--- src/rtl/pwm_dac_pkg.sv ---
// Package: shared widths, reset values and register addresses for the PWM DAC bank.
// Assumes an 8-bit duty resolution and a 4-bit register address space.
package pwm_dac_pkg;
    localparam int DUTY_W        = 8;
    localparam int ADDR_W        = 4;
    localparam int NUM_CH        = 14;
    localparam int NUM_SHARED    = 6;
    localparam logic [DUTY_W-1:0] DUTY_RST = 8'h80;
    localparam logic [DUTY_W-1:0] SEL_RST  = 8'hFF;
    localparam logic [DUTY_W-1:0] RD_NONE  = 8'h00;
endpackage

--- src/rtl/pwm_base_counter.sv ---
// Module: free-running period counter shared by all channels.
// Assumes the period is 2**WIDTH clocks; flags the last count of each period.
module pwm_base_counter #(
    parameter int WIDTH = 8
) (
    input  logic             clk,
    input  logic             rst_n,
    output logic [WIDTH-1:0] count,
    output logic             last_tick
);
    localparam logic [WIDTH-1:0] TOP = {WIDTH{1'b1}};

    logic [WIDTH-1:0] count_q;

    // Advance the count every clock; wrap is natural modulo 2**WIDTH.
    always_ff @(posedge clk) begin
        if (!rst_n) count_q <= '0;
        else        count_q <= count_q + 1'b1;
    end

    assign count     = count_q;
    assign last_tick = (count_q == TOP);

    AST_COUNT_STEP: assert property (@(posedge clk) disable iff (!rst_n)
        $past(rst_n) |-> (count_q == WIDTH'($past(count_q) + 1'b1)));
    AST_COUNT_FROM_ZERO: assert property (@(posedge clk) disable iff (!rst_n)
        !$past(rst_n) |-> (count_q == '0));
endmodule

--- src/rtl/pwm_channel.sv ---
// Module: one PWM channel: software-visible duty register, active compare copy
// loaded at the period boundary, and the level comparator.
// Assumes the shared counter flags its last count one clock before the wrap.
module pwm_channel #(
    parameter int                WIDTH   = 8,
    parameter logic [WIDTH-1:0]  RST_VAL = 8'h80
) (
    input  logic             clk,
    input  logic             rst_n,
    input  logic             wr_stb,
    input  logic [WIDTH-1:0] wr_data,
    input  logic [WIDTH-1:0] count,
    input  logic             last_tick,
    output logic [WIDTH-1:0] duty,
    output logic             level_hi
);
    logic [WIDTH-1:0] duty_q;
    logic [WIDTH-1:0] active_q;

    // Capture software writes into the holding duty register.
    always_ff @(posedge clk) begin
        if (!rst_n)      duty_q <= RST_VAL;
        else if (wr_stb) duty_q <= wr_data;
    end

    // Move the held duty into the compare stage only as the period wraps.
    always_ff @(posedge clk) begin
        if (!rst_n)         active_q <= RST_VAL;
        else if (last_tick) active_q <= duty_q;
    end

    // Output is high while the count is below the active duty.
    always_comb begin
        level_hi = (count < active_q);
    end

    assign duty = duty_q;

    AST_ACTIVE_HOLDS: assert property (@(posedge clk) disable iff (!rst_n)
        ($past(rst_n) && !$past(last_tick)) |-> $stable(active_q));
    AST_WRITE_LANDS: assert property (@(posedge clk) disable iff (!rst_n)
        wr_stb |=> (duty_q == $past(wr_data)));
    AST_DUTY_RESET: assert property (@(posedge clk) disable iff (!rst_n)
        !$past(rst_n) |-> (duty_q == RST_VAL && active_q == RST_VAL));
    AST_FULL_LOW_SLOT: assert property (@(posedge clk) disable iff (!rst_n)
        last_tick |-> !level_hi);
    AST_ZERO_NEVER_HIGH: assert property (@(posedge clk) disable iff (!rst_n)
        (active_q == '0) |-> !level_hi);
endmodule

--- src/rtl/pwm_pin_mux.sv ---
// Module: routes PWM levels to open-drain pull-low enables; the upper channels
// may hand their pins to the I/O port under an active-low select.
// Assumes the dedicated channels occupy the low indices.
module pwm_pin_mux #(
    parameter int NUM_CH     = 14,
    parameter int NUM_SHARED = 6
) (
    input  logic [NUM_CH-1:0]     level_hi,
    input  logic [NUM_SHARED-1:0] port_sel,
    input  logic [NUM_SHARED-1:0] port_pull_low,
    output logic [NUM_CH-1:0]     pin_pull_low
);
    localparam int NUM_DED = NUM_CH - NUM_SHARED;

    genvar i;
    generate
        for (i = 0; i < NUM_CH; i++) begin : g_pin
            if (i < NUM_DED) begin : g_ded
                // Dedicated pin: always the inverted PWM level.
                assign pin_pull_low[i] = ~level_hi[i];
            end else begin : g_shr
                // Shared pin: select bit 1 gives the pin to the port.
                assign pin_pull_low[i] = port_sel[i-NUM_DED] ? port_pull_low[i-NUM_DED]
                                                             : ~level_hi[i];
            end
        end
    endgenerate
endmodule

--- src/rtl/pwm_dac_bank.sv ---
// Module: top of the PWM DAC bank: register decode, channel array, shared
// counter and pin routing. Assumes a single-clock register bus with
// combinational read data.
module pwm_dac_bank
    import pwm_dac_pkg::*;
(
    input  logic                  clk,
    input  logic                  rst_n,
    input  logic [ADDR_W-1:0]     bus_addr,
    input  logic                  bus_wr,
    input  logic [DUTY_W-1:0]     bus_wdata,
    output logic [DUTY_W-1:0]     bus_rdata,
    input  logic [NUM_SHARED-1:0] port_pull_low,
    output logic [NUM_CH-1:0]     pin_pull_low
);
    localparam logic [ADDR_W-1:0] SEL_ADDR = ADDR_W'(NUM_CH);

    logic [DUTY_W-1:0] count;
    logic              last_tick;
    logic [DUTY_W-1:0] duty_rd [NUM_CH];
    logic [NUM_CH-1:0] level_hi;
    logic [DUTY_W-1:0] sel_q;

    pwm_base_counter #(.WIDTH(DUTY_W)) u_cnt (
        .clk       (clk),
        .rst_n     (rst_n),
        .count     (count),
        .last_tick (last_tick)
    );

    genvar c;
    generate
        for (c = 0; c < NUM_CH; c++) begin : g_ch
            pwm_channel #(.WIDTH(DUTY_W), .RST_VAL(DUTY_RST)) u_ch (
                .clk       (clk),
                .rst_n     (rst_n),
                .wr_stb    (bus_wr && (bus_addr == ADDR_W'(c))),
                .wr_data   (bus_wdata),
                .count     (count),
                .last_tick (last_tick),
                .duty      (duty_rd[c]),
                .level_hi  (level_hi[c])
            );
        end
    endgenerate

    // Hold the pin-select register; bits above the shared count are storage only.
    always_ff @(posedge clk) begin
        if (!rst_n)                              sel_q <= SEL_RST;
        else if (bus_wr && bus_addr == SEL_ADDR) sel_q <= bus_wdata;
    end

    // Decode read data: duty registers, then select register, else zero.
    always_comb begin
        if (bus_addr < SEL_ADDR)       bus_rdata = duty_rd[bus_addr];
        else if (bus_addr == SEL_ADDR) bus_rdata = sel_q;
        else                           bus_rdata = RD_NONE;
    end

    pwm_pin_mux #(.NUM_CH(NUM_CH), .NUM_SHARED(NUM_SHARED)) u_mux (
        .level_hi      (level_hi),
        .port_sel      (sel_q[NUM_SHARED-1:0]),
        .port_pull_low (port_pull_low),
        .pin_pull_low  (pin_pull_low)
    );

    AST_UNMAPPED_WRITE: assert property (@(posedge clk) disable iff (!rst_n)
        (bus_wr && bus_addr > SEL_ADDR) |=> $stable(sel_q));
    AST_SEL_RESET: assert property (@(posedge clk) disable iff (!rst_n)
        !$past(rst_n) |-> (sel_q == SEL_RST));
    AST_PORT_OWNS_PIN: assert property (@(posedge clk) disable iff (!rst_n)
        sel_q[0] |-> (pin_pull_low[NUM_CH-NUM_SHARED] == port_pull_low[0]));
endmodule

--- config.mk ---
export PLATFORM = sky130hd
export DESIGN_NAME = pwm_dac_bank
export DESIGN_NICKNAME = d
export VERILOG_FILES = /design/src/rtl/pwm_dac_pkg.sv /design/src/rtl/pwm_base_counter.sv /design/src/rtl/pwm_channel.sv /design/src/rtl/pwm_pin_mux.sv /design/src/rtl/pwm_dac_bank.sv
export SDC_FILE = /design/constraint.sdc
export NUM_CORES = 1
export LEC_CHECK = 0
export ABC_AREA = 1
export CORE_ASPECT_RATIO = 1.1
export CORE_MARGIN = 4
export CORE_UTILIZATION = 65
export DETAILED_ROUTE_END_ITERATION = 12
export HOLD_SLACK_MARGIN = 0.05
export PLACE_DENSITY = 0.84
export SKIP_CTS_REPAIR_TIMING = 1
export SYNTH_ARGS = -nofsm -noshare
export SYNTH_HDL_FRONTEND = slang
export SYNTH_SLANG_ARGS = --single-unit
--- constraint.sdc ---
create_clock -name clk -period 2.98 [get_ports clk]
set_input_delay 0.745 -clock clk [delete_from_list [all_inputs] [get_ports clk]]
set_output_delay 0.745 -clock clk [all_outputs]
set_load 0.02 [all_outputs]
Word level (Yosys, flattened, before mapping)
Index checks and enable logic that the tools add are counted.

operators by class
  add/sub/neg operators = 1
  multipliers = 0
  div/mod/pow operators = 0
  $lt $le $gt $ge = 16
  equal/unequal tests = 15
  shifts and indexed selects = 0
  multiplexer cells = 11
  bitwise gates (word level) = 15
  reduce and logical (&&, ||, !) cells = 16

operators by type and width
  cell                                                       number
  less-than comparator 8 bit                                 14
  binary-select mux 8 bit (select 4 bit)                     1
  two-way mux 8 bit                                          4
  == test 4 bit (second input constant)                      7
  == test 4 x 3 -> 1 bit (second input constant)             4
  logical AND 1 bit                                          15
  inverter 1 bit                                             14
  adder 8 x 1 -> 8 bit (second input constant)               1
  == test 4 x 2 -> 1 bit (second input constant)             2
  == test 8 bit (second input constant)                      1
  two-way mux 1 bit                                          6
  greater-or-equal comparator 5 bit (second input constant)  1
  inverter 4 -> 5 bit                                        1
  == test 4 x 1 -> 1 bit (second input constant)             1
  zero test 4 bit                                            1
  less-than comparator 4 bit (second input constant)         1

storage, ports and cells
  register bits after elaboration = 240
  latch bits = 0
  bits in writable memories = 0
  memory bits (read-only) = 0
  output and inout port bits = 22
  word-level logic and storage cells = 104
  memories = 0

Depth between registers and ports, before layout
  depth in word-level cells = 5
  mapped depth = 12
  mapped depth without buffers = 9

Hierarchy
From an unflattened synthesis, not the netlist that was laid out.

second synthesis, totals
  cell total of the unflattened synthesis = 1737
  area, all modules = 12180.4 sq um

modules (own cells, without submodules)
  module            instances  cells each  area an instance (sq um)
  pwm_channel       14         92          718.2
  pwm_dac_bank      1          381         1702.9
  pwm_base_counter  1          48          340.3
  pwm_pin_mux       1          20          82.6

Worst setup path after synthesis
No wires, ideal clock.

  path type = in2out
  from = in bus_addr[0]
  to = out bus_rdata[1]
  arrival time = 1.821 ns
  required time = 2.235 ns
  path slack = 0.414 ns
  stages = 11
  cell sequence = buf_2 -> buf_4 -> clkbuf_1 -> nand2_1 -> nand2_1 -> nand2_1 -> nand2_1 -> nand2_1 -> nand2_1 -> inv_1 -> nand3_1

between the ends
  word-level cells in the longest chain between the ends = 5
  elaborated cells on any way between the ends = 8
  classes of those cells = 1 x order compare; 1 x eq/ne; 5 x mux; 1 x bitwise

ends and longest elaborated chain
  what                                                   line                text
  from (decl)                                            pwm_dac_bank.sv:9   input logic [ADDR_W-1:0] bus_addr,
  inverter 4 -> 5 bit (not written as such)              pwm_dac_bank.sv:55  if (bus_addr < SEL_ADDR) bus_rdata = duty_rd[bus_addr];
  binary-select mux 8 bit (select 4 bit)                 pwm_dac_bank.sv:55
  two-way mux 8 bit (not written as such) (2 in series)  pwm_dac_bank.sv:55
  two-way mux 8 bit *                                    pwm_dac_bank.sv:55
  to (decl)                                              pwm_dac_bank.sv:12  output logic [DUTY_W-1:0] bus_rdata,

Every way passes the cells marked *; elsewhere a longest branch is shown, timed or not. The select of a mux whose other input is x is not followed.

Worst setup path in the final report
  from = in bus_addr[0]
  to = out bus_rdata[4]

Same word-level chain as after synthesis.

==> results.json <==
{
  "avgViaCountPerCell": 5.804,
  "r2r_slack_ns": 0.81,
  "drtAntennaViolNets": 0,
  "die_w_um": 139.6,
  "endpoint_kind": "output pin",
  "synthArstFlopShare": 0,
  "drc_errors": 0,
  "via_count": 12300,
  "crit_path_cell_trace": "buf_2, buf_4, nand2_1, nand2_1, nand2_1, nand2_1, nand2_1, nand2_1, inv_1, nand3_1, dlymetal6s2s_1",
  "grt_pass1_wl_um": 58850,
  "postRouteWirelength_um": 36520,
  "p_leak_nw": 6.579,
  "reg2reg_from": "u_cnt.count[6]",
  "min_from": "g_ch[6].u_ch.active_q[2]",
  "die_h_um": 152.8,
  "synth.most_common_cell": "nand2_1",
  "hold_viol": 0,
  "clk_pin_slew_ns": 0.06,
  "synth_seq_area_share": 0.3878,
  "layout.nets": 1981,
  "relSlewSlack": 0.4200,
  "synth-main-ff-cell": "dfxtp_1",
  "synth_fa_ha_area_frac": 0.09998,
  "hold-worst-slack_ns": 0.4592,
  "layout_worst_path_cycle_share": 0.9581,
  "tns_ns": 0,
  "synth_area_leaders": "dfxtp_1 (39%), nand2_1 (15%), ha_1 (10%), nor2_1 (7.2%), a21oi_1 (7.0%)",
  "synth_area_leader_cell": "dfxtp_1",
  "drt_first_pass_iters": 6,
  "ir_worst_vdd_uv": 437.8,
  "min_period_ns": 2.855,
  "critPathLaunchType": "primary input",
  "dp_hpwl_um": 24050,
  "wire_per_inst_um": 17.23,
  "postSynthAreaPerCell_um2": 6.770,
  "root_buffer": "clkbuf_16",
  "whs_endpoint": "g_ch[6].u_ch.active_q[2]",
  "gr-usage-all-layers": 0.3351,
  "crit_top_cell": "nand2_1",
  "syn-cell-area_um2": 12390,
  "portBuffers": 42,
  "drv_slew": 0,
  "synth_nets": 1950,
  "reg2reg_to": "g_ch[2].u_ch.active_q[5]",
  "synth.yosys.warnings": 0,
  "antenna_cells": 0,
  "drive_above_1_share": 0.07246,
  "synth_seq_cells": 240,
  "finalWeightedCongestion": 0.9427,
  "start_util": 0.6682,
  "synth-xor-area-share": 0.0007069,
  "required_ns": 2.24,
  "worstHoldPathCells": 2,
  "critPathKind": "in2out",
  "worst_path_largest_cell_delay_ns": 0.33,
  "status": "completed",
  "cts-buffers-inserted": 25,
  "setup_viol": 0,
  "synthToLayoutAreaGrowth_pct": 13.01,
  "synth_top_area_share": 0.3878,
  "synth_top_family_by_area": "simple AND/OR/NAND/NOR gates",
  "ys_types": 23,
  "grt_pass1_vias": 11630,
  "arrival_ns": 2.11,
  "ys_top_cells_by_count": "nand2_1 (508), dfxtp_1 (240), nor2_1 (237)",
  "core_area_um2": 18540,
  "cts.sinks": 240,
  "htree_levels": 1,
  "fmax_mhz": 350.2,
  "rows": 52,
  "drv_cap": 0,
  "cts_tree": "yes",
  "drtIter0Drc": 1456,
  "worst-path-max-fanout": 28,
  "synth-simple-area-share": 0.3081,
  "final_util": 0.7551,
  "grt_overflow_total": 0,
  "r2r_cells": 8,
  "p_per_area_nw_per_um2": 483.1,
  "antenna_found_initial": 0,
  "cp_slowest_cell": "buf_4",
  "worst_pin_slew_ns": 0.8673,
  "io_pins": 43,
  "synth_compound_area_frac": 0.1216,
  "synth_edf_count": 0,
  "hold_class": "reg2reg",
  "grt_start_max_net_pins": 116,
  "clk_path_buf_depth": 3,
  "skew_ns": 0.01333,
  "die_area_um2": 21340,
  "clk_latency_ns": 0.52,
  "synthMuxAreaShare": 0,
  "syn_inst": 1830,
  "rsz0062_at_grt": "no"
}
==> metal layers <==
metal / routed length [um] / track usage / part of all wire / vias to the layer above
met5: 0 / 0 / 0 / -
met4: 1770 / 0.1491 / 0.048 / 0
met3: 3212 / 0.06372 / 0.088 / 144
met2: 16520 / 0.5415 / 0.45 / 556
met1: 15020 / 0.4376 / 0.41 / 5664
li1: - / - / - / 5940
==> worst max-delay path by stage <==
stage	from	slack (ns)	depth (start not counted)	to
detailed placement	bus_addr[1]	-0.48	8	bus_rdata[2]
CTS	bus_addr[1]	-0.49	8	bus_rdata[2]
finish	bus_addr[0]	0.12	11	bus_rdata[4]
global route	u_cnt.count[5]	0.01	7	pin_pull_low[2]
floorplan	bus_addr[0]	0.41	11	bus_rdata[1]
global placement	bus_addr[1]	-0.43	8	bus_rdata[2]
==> worst max-delay path, delay by kind of cell <==
family	cells	cell delay, ns
buf+inv	4	0.76
simple gates	7	0.59
==> logic make-up after synthesis <==
family                   Yosys count
AO/OA/AOI/OAI                    298
adder cells (fa/ha/maj)           99
AND/OR/NAND/NOR                  941
buffers and inverters            251
XOR/XNOR                           1
flip-flops                       240
==> placed cells by master, fill, tap and decap left out, types with 20 or more instances in the layout <==
cell,count
clkbuf_16,25
ha_1,99
nand2_1,507
a21oi_1,173
dlymetal6s2s_1,20
nand3_1,171
buf_4,49
o21ai_0,117
inv_1,139
dfxtp_1,240
nor2_1,237
==> report_power, final <==
group	total [mW]	switching, mW	internal [mW]
Sequential	3.28	0.0349	3.25
Clock	2.96	1.25	1.71
Combinational	0.521	0.352	0.169
Total	6.76	1.64	5.13
==> flip-flops by register name, indices dropped and copies added, names as in the netlist <==
| signal | count |
|---|---|
| g_ch.u_ch.active_q | 112 |
| g_ch.u_ch.duty | 112 |
| sel_q | 8 |
| u_cnt.count | 8 |
==> area by class of cell <==
cell class | count | area (um^2)
inverters | 157 | 590.6
flip-flops and latches | 240 | 4805
clock inverters | 4 | 22.52
fillers | 1498 | 4542
multi-input cells | 1339 | 6590
well taps | 243 | 304.0
clock buffers | 39 | 748.2
repair buffers | 98 | 940.9
==> stage by stage <==
| stage | setup WS (ns) | instances | instance area (um^2) | total power, mW |
|---|---|---|---|---|
| 5_1_grt | 0.009582 | 2120 | 14000 | 6.948 |
| 3_3_place_gp | -0.4330 | 2077 | 13190 | 3.850 |
| 6_report | 0.1248 | 2120 | 14000 | 6.765 |
| 4_1_cts | -0.4926 | 2120 | 13960 | 6.766 |
| 2_1_floorplan | 0.4140 | 1830 | 12390 | 3.632 |
| 3_5_place_dp | -0.4795 | 2077 | 13190 | 3.859 |
(Power assumes the default switching activity.)
